`src/rtl/fpcsr_pkg.sv`:
```
package fpcsr_pkg;
  localparam int unsigned CSR_W     = 32;
  localparam int unsigned IDX_W     = 3;
  localparam int unsigned RM_LSB    = 0;
  localparam int unsigned RM_W      = 2;
  localparam int unsigned FLAG_LSB  = 2;
  localparam int unsigned N_FLAG    = 5;
  localparam int unsigned ENB_LSB   = FLAG_LSB + N_FLAG;
  localparam int unsigned CAUSE_LSB = ENB_LSB + N_FLAG;
  localparam int unsigned N_CAUSE   = N_FLAG + 1;
  localparam int unsigned RSV_LSB   = CAUSE_LSB + N_CAUSE;
  localparam int unsigned CC0_POS   = 23;
  localparam int unsigned RSV_W     = CC0_POS - RSV_LSB;
  localparam int unsigned FZ_POS    = CC0_POS + 1;
  localparam int unsigned N_CC      = 8;
  localparam int unsigned CC_SKIP   = 1;
  localparam logic [CSR_W-1:0] RSV_MASK = ((CSR_W'(1) << RSV_W) - CSR_W'(1)) << RSV_LSB;

  typedef struct packed {
    logic             en;
    logic [IDX_W-1:0] idx;
    logic             val;
  } bit_upd_t;
endpackage

```
`src/rtl/fpcsr_bit_sel.sv`:
```
module fpcsr_bit_sel #(
  parameter int unsigned W     = 32,
  parameter int unsigned LSB   = 0,
  parameter int unsigned COUNT = 1,
  parameter int unsigned SKIP  = 0,
  parameter int unsigned IDX_W = 3
) (
  input  logic [IDX_W-1:0] idx,
  output logic [W-1:0]     mask
);
  // one-hot position of idx inside a field; indices >= COUNT select nothing
  always_comb begin
    mask = '0;
    for (int i = 0; i < int'(COUNT); i++) begin
      if (int'(idx) == i) mask[int'(LSB) + i + ((i > 0) ? int'(SKIP) : 0)] = 1'b1;
    end
  end
endmodule

```
`src/rtl/fpcsr_cc0_hist.sv`:
```
module fpcsr_cc0_hist (
  input  logic clk,
  input  logic rst_n,
  input  logic issue,
  input  logic cc0_now,
  output logic cc0_prev,
  output logic cc0_cur
);
  logic prev_d, cur_d;

  always_comb begin
    prev_d = cc0_cur;
    cur_d  = cc0_now;
  end

  always_ff @(posedge clk or negedge rst_n) begin
    if (!rst_n) begin
      cc0_prev <= 1'b0;
      cc0_cur  <= 1'b0;
    end else if (issue) begin
      cc0_prev <= prev_d;
      cc0_cur  <= cur_d;
    end
  end

  // the history shifts on issue and holds otherwise
  a_r10_shift: assert property (@(posedge clk) disable iff (!rst_n)
    issue |=> (cc0_prev == $past(cc0_cur)) && (cc0_cur == $past(cc0_now)));
  a_r10_hold: assert property (@(posedge clk) disable iff (!rst_n)
    !issue |=> $stable(cc0_prev) && $stable(cc0_cur));
endmodule

```
`src/rtl/fpcsr_unit.sv`:
```
module fpcsr_unit
  import fpcsr_pkg::*;
(
  input  logic             clk,
  input  logic             rst_n,
  input  logic             sw_wr_en,
  input  logic [CSR_W-1:0] sw_wr_data,
  output logic [CSR_W-1:0] sw_rd_data,
  input  logic             cc_wr_en,
  input  logic [IDX_W-1:0] cc_idx,
  input  logic             cc_wr_val,
  output logic             cc_rd_val,
  input  logic             flag_wr_en,
  input  logic [IDX_W-1:0] flag_idx,
  input  logic             flag_val,
  input  logic             enb_wr_en,
  input  logic [IDX_W-1:0] enb_idx,
  input  logic             enb_val,
  input  logic             cause_wr_en,
  input  logic [IDX_W-1:0] cause_idx,
  input  logic             cause_val,
  input  logic             issue,
  output logic [RM_W-1:0]  round_mode,
  output logic             flush_zero,
  output logic             cc0_prev,
  output logic             cc0_cur
);
  localparam int unsigned N_FIELD = 4;

  bit_upd_t         upd [N_FIELD];
  logic [CSR_W-1:0] sel [N_FIELD];
  logic [CSR_W-1:0] csr_q, csr_d;
  logic             csr_we;

  always_comb begin
    upd[0] = '{en: cc_wr_en,    idx: cc_idx,    val: cc_wr_val};
    upd[1] = '{en: flag_wr_en,  idx: flag_idx,  val: flag_val};
    upd[2] = '{en: enb_wr_en,   idx: enb_idx,   val: enb_val};
    upd[3] = '{en: cause_wr_en, idx: cause_idx, val: cause_val};
  end

  localparam int unsigned F_LSB   [N_FIELD] = '{CC0_POS, FLAG_LSB, ENB_LSB, CAUSE_LSB};
  localparam int unsigned F_COUNT [N_FIELD] = '{N_CC, N_FLAG, N_FLAG, N_CAUSE};
  localparam int unsigned F_SKIP  [N_FIELD] = '{CC_SKIP, 0, 0, 0};

  genvar f;
  generate
    for (f = 0; f < N_FIELD; f++) begin : g_field
      fpcsr_bit_sel #(
        .W(CSR_W), .LSB(F_LSB[f]), .COUNT(F_COUNT[f]), .SKIP(F_SKIP[f]), .IDX_W(IDX_W)
      ) u_sel (
        .idx  (upd[f].idx),
        .mask (sel[f])
      );
    end
  endgenerate

  // next state: the full-word write wins over every single-bit update
  always_comb begin
    csr_d = csr_q;
    if (sw_wr_en) begin
      csr_d = sw_wr_data & ~RSV_MASK;
    end else begin
      for (int k = 0; k < int'(N_FIELD); k++) begin
        if (upd[k].en) csr_d = (csr_d & ~sel[k]) | (sel[k] & {CSR_W{upd[k].val}});
      end
    end
  end

  assign csr_we = sw_wr_en | cc_wr_en | flag_wr_en | enb_wr_en | cause_wr_en;

  always_ff @(posedge clk or negedge rst_n) begin
    if (!rst_n)      csr_q <= '0;
    else if (csr_we) csr_q <= csr_d;
  end

  fpcsr_cc0_hist u_hist (
    .clk      (clk),
    .rst_n    (rst_n),
    .issue    (issue),
    .cc0_now  (csr_q[CC0_POS]),
    .cc0_prev (cc0_prev),
    .cc0_cur  (cc0_cur)
  );

  assign sw_rd_data = csr_q;
  assign cc_rd_val  = |(csr_q & sel[0]);
  assign round_mode = csr_q[RM_LSB +: RM_W];
  assign flush_zero = csr_q[FZ_POS];

  // reserved span never becomes non-zero
  a_r11_rsv_zero: assert property (@(posedge clk) disable iff (!rst_n)
    (sw_rd_data & RSV_MASK) == '0);
  // full-word data lands regardless of concurrent bit updates
  a_r9_sw_wins: assert property (@(posedge clk) disable iff (!rst_n)
    sw_wr_en |=> sw_rd_data == ($past(sw_wr_data) & ~RSV_MASK));
  // a lone condition-code write flips at most one bit and never bit 24
  a_r5_cc_single: assert property (@(posedge clk) disable iff (!rst_n)
    (cc_wr_en && !sw_wr_en && !flag_wr_en && !enb_wr_en && !cause_wr_en)
    |=> ($countones(sw_rd_data ^ $past(sw_rd_data)) <= 1) && $stable(flush_zero));
  // out-of-range flag index is ignored
  a_r6_flag_oob: assert property (@(posedge clk) disable iff (!rst_n)
    (flag_wr_en && (int'(flag_idx) >= int'(N_FLAG)) && !sw_wr_en && !cc_wr_en && !enb_wr_en && !cause_wr_en)
    |=> $stable(sw_rd_data));
  // out-of-range cause index is ignored
  a_r8_cause_oob: assert property (@(posedge clk) disable iff (!rst_n)
    (cause_wr_en && (int'(cause_idx) >= int'(N_CAUSE)) && !sw_wr_en && !cc_wr_en && !flag_wr_en && !enb_wr_en)
    |=> $stable(sw_rd_data));
endmodule

```
`config.mk`:
```
export PLATFORM = sky130hd
export DESIGN_NAME = fpcsr_unit
export DESIGN_NICKNAME = d
export VERILOG_FILES = /design/src/rtl/fpcsr_pkg.sv /design/src/rtl/fpcsr_bit_sel.sv /design/src/rtl/fpcsr_cc0_hist.sv /design/src/rtl/fpcsr_unit.sv
export SDC_FILE = /design/constraint.sdc
export NUM_CORES = 1
export LEC_CHECK = 0
export BUFFER_PORTS_ARGS = -buffer_cell sky130_fd_sc_hd__buf_2
export CAP_MARGIN = 20
export CELL_PAD_IN_SITES_DETAIL_PLACEMENT = 0
export CELL_PAD_IN_SITES_GLOBAL_PLACEMENT = 1
export CORE_MARGIN = 2
export CORE_UTILIZATION = 35
export CTS_BUF_LIST = sky130_fd_sc_hd__clkbuf_4 sky130_fd_sc_hd__clkbuf_8 sky130_fd_sc_hd__clkbuf_16
export DETAILED_ROUTE_END_ITERATION = 16
export GPL_TIMING_DRIVEN = 1
export PLACE_DENSITY_LB_ADDON = 0.08
export SYNTH_ARGS = -nofsm -noshare
export SYNTH_HDL_FRONTEND = slang
export SYNTH_SLANG_ARGS = --single-unit
```
`constraint.sdc`:
```
create_clock -name clk -period 1.9 [get_ports clk]
set_input_delay 0.38 -clock clk [delete_from_list [all_inputs] [get_ports clk]]
set_output_delay 0.38 -clock clk [all_outputs]
set_load 0.02 [all_outputs]
```
==> impl_metrics.tcl <==
set metrics [dict create \
    yosysWarnings 0 \
    cts-root-buf "clkbuf_8" \
    synth_adder_area_share 0 \
    diodes 0 \
    cp_max_fo 4 \
    first_iter_violations 47 \
    clk_latency_ns 0.27 \
    htree_levels 2 \
    slew_viol_final 0 \
    layout.nets 279 \
    area_growth_pct 29.93 \
    fmax_mhz 553.3 \
    crit_buf_inv 1 \
    max-clock-path-buffers 2 \
    power.total_mw 1.683 \
    cts_tree "built" \
    dieArea_mm2 0.005409 \
    syn_avg_cell_area_um2 11.84 \
    crit_arrival_ns 1.43 \
    end_kind "output pin" \
    num_vias 1446 \
    antenna_found_initial 0 \
    dp_hpwl_um 3127 \
    hold_class "input port to async pin" \
    layout_common_cells "buf_2 (83), dfrtp_1 (29), mux2_2 (25)" \
    ant_nets 0 \
    pin_count 94 \
    fin_setup_tns_ns 0 \
    slew-limit-headroom 0.5692 \
    max_stage_delay_ns 0.47 \
    synth_top_family_by_area "multiplexers" \
    synth_xor_xnor_area_share 0 \
    status "complete, no violations" \
    seqPwrFrac 0.430 \
    critPathRequiredTime_ns 1.52 \
    grt-ovfl-total 0 \
    instances_no_fill 277 \
    hold-worst-slack_ns 0.1273 \
    wl_per_cell_um 14.39 \
    grt_pass1_vias 1357 \
    yosysSeqAreaShare 0.4287 \
    finalSetupViolations 0 \
    dp_cells 269 \
    design.core.area_mm2 0.004692 \
    powerDensity_mw_per_mm2 765.2 \
    critPathTopFamily "multiplexers" \
    synth_cells 143 \
    numClockSinks 29 \
    cp_cell_sequence "mux4_2 -> nand2_1 -> nand2_1 -> buf_2" \
    grt_pass1_wl_um 6023 \
    numCtsBuffers 5 \
    final_common_cell "buf_2" \
    synth_cell_types 25 \
    period_needed_ns 1.807 \
    p_sw_frac 0.2961 \
    max-cap-violations 0 \
    tightest_slew_ns 0.6462 \
    synthSimpleGateAreaFrac 0.1619 \
    dr.pass1.iters 4 \
    max-vdd-ir-drop_mv 0.3326 \
    pwr-share-clk 0.304 \
    crit_slowest_cell "mux4_2" \
    die_w_um 73.55 \
    track_usage 0.1459 \
    wl_um 3987 \
    gp_congestion 0.7646 \
    p_leak_nw 1.063 \
    hold_viol 0 \
    initial_utilization 0.3608 \
    die_y_um 73.55 \
    critPathLaunchType "register" \
    cts_hold_buf 0 \
    rsz0062_at_grt "no" \
    synth_mux_area_frac 0.2432 \
    syn_area_mm2 0.001693 \
    min_period_over_period 0.9513 \
    synth_seq_cells 29 \
    cts_resized 0 \
    fin_skew_ns 0.001882 \
    port_buffers 83 \
    p_switching_mw 0.4984 \
    drc 0 \
    grt_max_degree 30 \
    synth_compound_area_frac 0.08721 \
    clk_pin_slew_worst_paths_ns 0.06 \
    p_int_mw 1.185 \
    drt-vias-per-instance 5.220 \
    crit_type "register to output pin" \
    pwr-share-comb 0.266 \
    layout-drive-gt1-share 0.5516 \
    post_cts_buffers 0 \
    crit_top_cell "nand2_1" \
    num_rows 25 \
]
## power by group through the flow
stage / Combinational, mW / Sequential (mW) / Clock, mW
after global routing: 0.485 / 0.734 / 0.569
after floorplan: 0.205 / 0.813 / 0
after global placement: 0.442 / 0.732 / 0
final: 0.448 / 0.723 / 0.512
after detailed placement: 0.451 / 0.736 / 0
after CTS: 0.452 / 0.726 / 0.539
## layer usage
metal  track usage  wire (um)  vias to the layer above
li1              -          -                      689
met1        0.1806       1754                      698
met2        0.2431       1963                       53
met3       0.04664        227                        6
met4       0.04242         42                        0
met5             0          0                        -
## final timing paths
path | startpoint | to | slack [ns] | cells after the start
max | sw_rd_data[23] | cc_rd_val | 0.09 | 4
min | rst_n | sw_rd_data[31] | 0.13 | 1
max reg2reg | sw_rd_data[23] | sw_rd_data[23] | 0.87 | 4
min reg2reg | u_hist.cc0_prev | u_hist.cc0_prev | 0.52 | 1
max in group asynchronous | rst_n | sw_rd_data[4] | 1.35 | 1
min in group clk | sw_wr_data[9] | sw_rd_data[9] | 0.32 | 3
## sequential cells by signal, summed over array words and instances, names as in the netlist
signal	count
u_hist.cc0_cur	1
sw_rd_data	27
u_hist.cc0_prev	1
## layout make-up
class / instances / area, um2
multi-input cells: 94 / 852.1
fillers: 467 / 2492
inverters: 7 / 26.28
clock buffers: 7 / 90.09
repair buffers: 86 / 437.9
well taps: 54 / 67.56
flip-flops and latches: 29 / 725.7
## stage by stage
step           setup slack [ns]  utilization  instance area (um2)
3_3_place_gp             0.1633       0.4480                 2102
4_1_cts                 0.07166       0.4672                 2192
6_report                0.09254       0.4688                 2200
2_1_floorplan            0.2712            -                 1708
5_1_grt                0.006225       0.4688                 2200
3_5_place_dp             0.1529       0.4480                 2102
## cells in the mapped netlist
cell type	n	area share
inv_1	7	0.016
o21ai_0	4	0.012
conb_1	1	0.0022
nand2_1	11	0.024
clkbuf_1	3	0.0067
dfrtp_1	29	0.43
nor4b_1	3	0.016
mux2i_1	4	0.024
o211ai_1	2	0.0089
buf_4	9	0.040
nor2b_1	2	0.0074
a221o_1	6	0.035
a311oi_1	6	0.031
mux2_1	4	0.027
nor4bb_1	2	0.012
and4bb_2	3	0.022
mux2_2	25	0.17
and4b_1	1	0.0059
nand3_1	2	0.0059
mux4_2	2	0.027
nand4_1	1	0.0037
and4bb_1	5	0.037
nand4b_1	5	0.026
buf_2	5	0.015
nor2_1	1	0.0022
## cells by family (layout without fill, tap and decap cells)
group	count (synthesis)	after routing
simple gates	36	36
mux	35	35
flops	29	29
buf+inv	24	100
compound gates	18	18
other cells	1	5
Power figures use the tool's default switching activity.
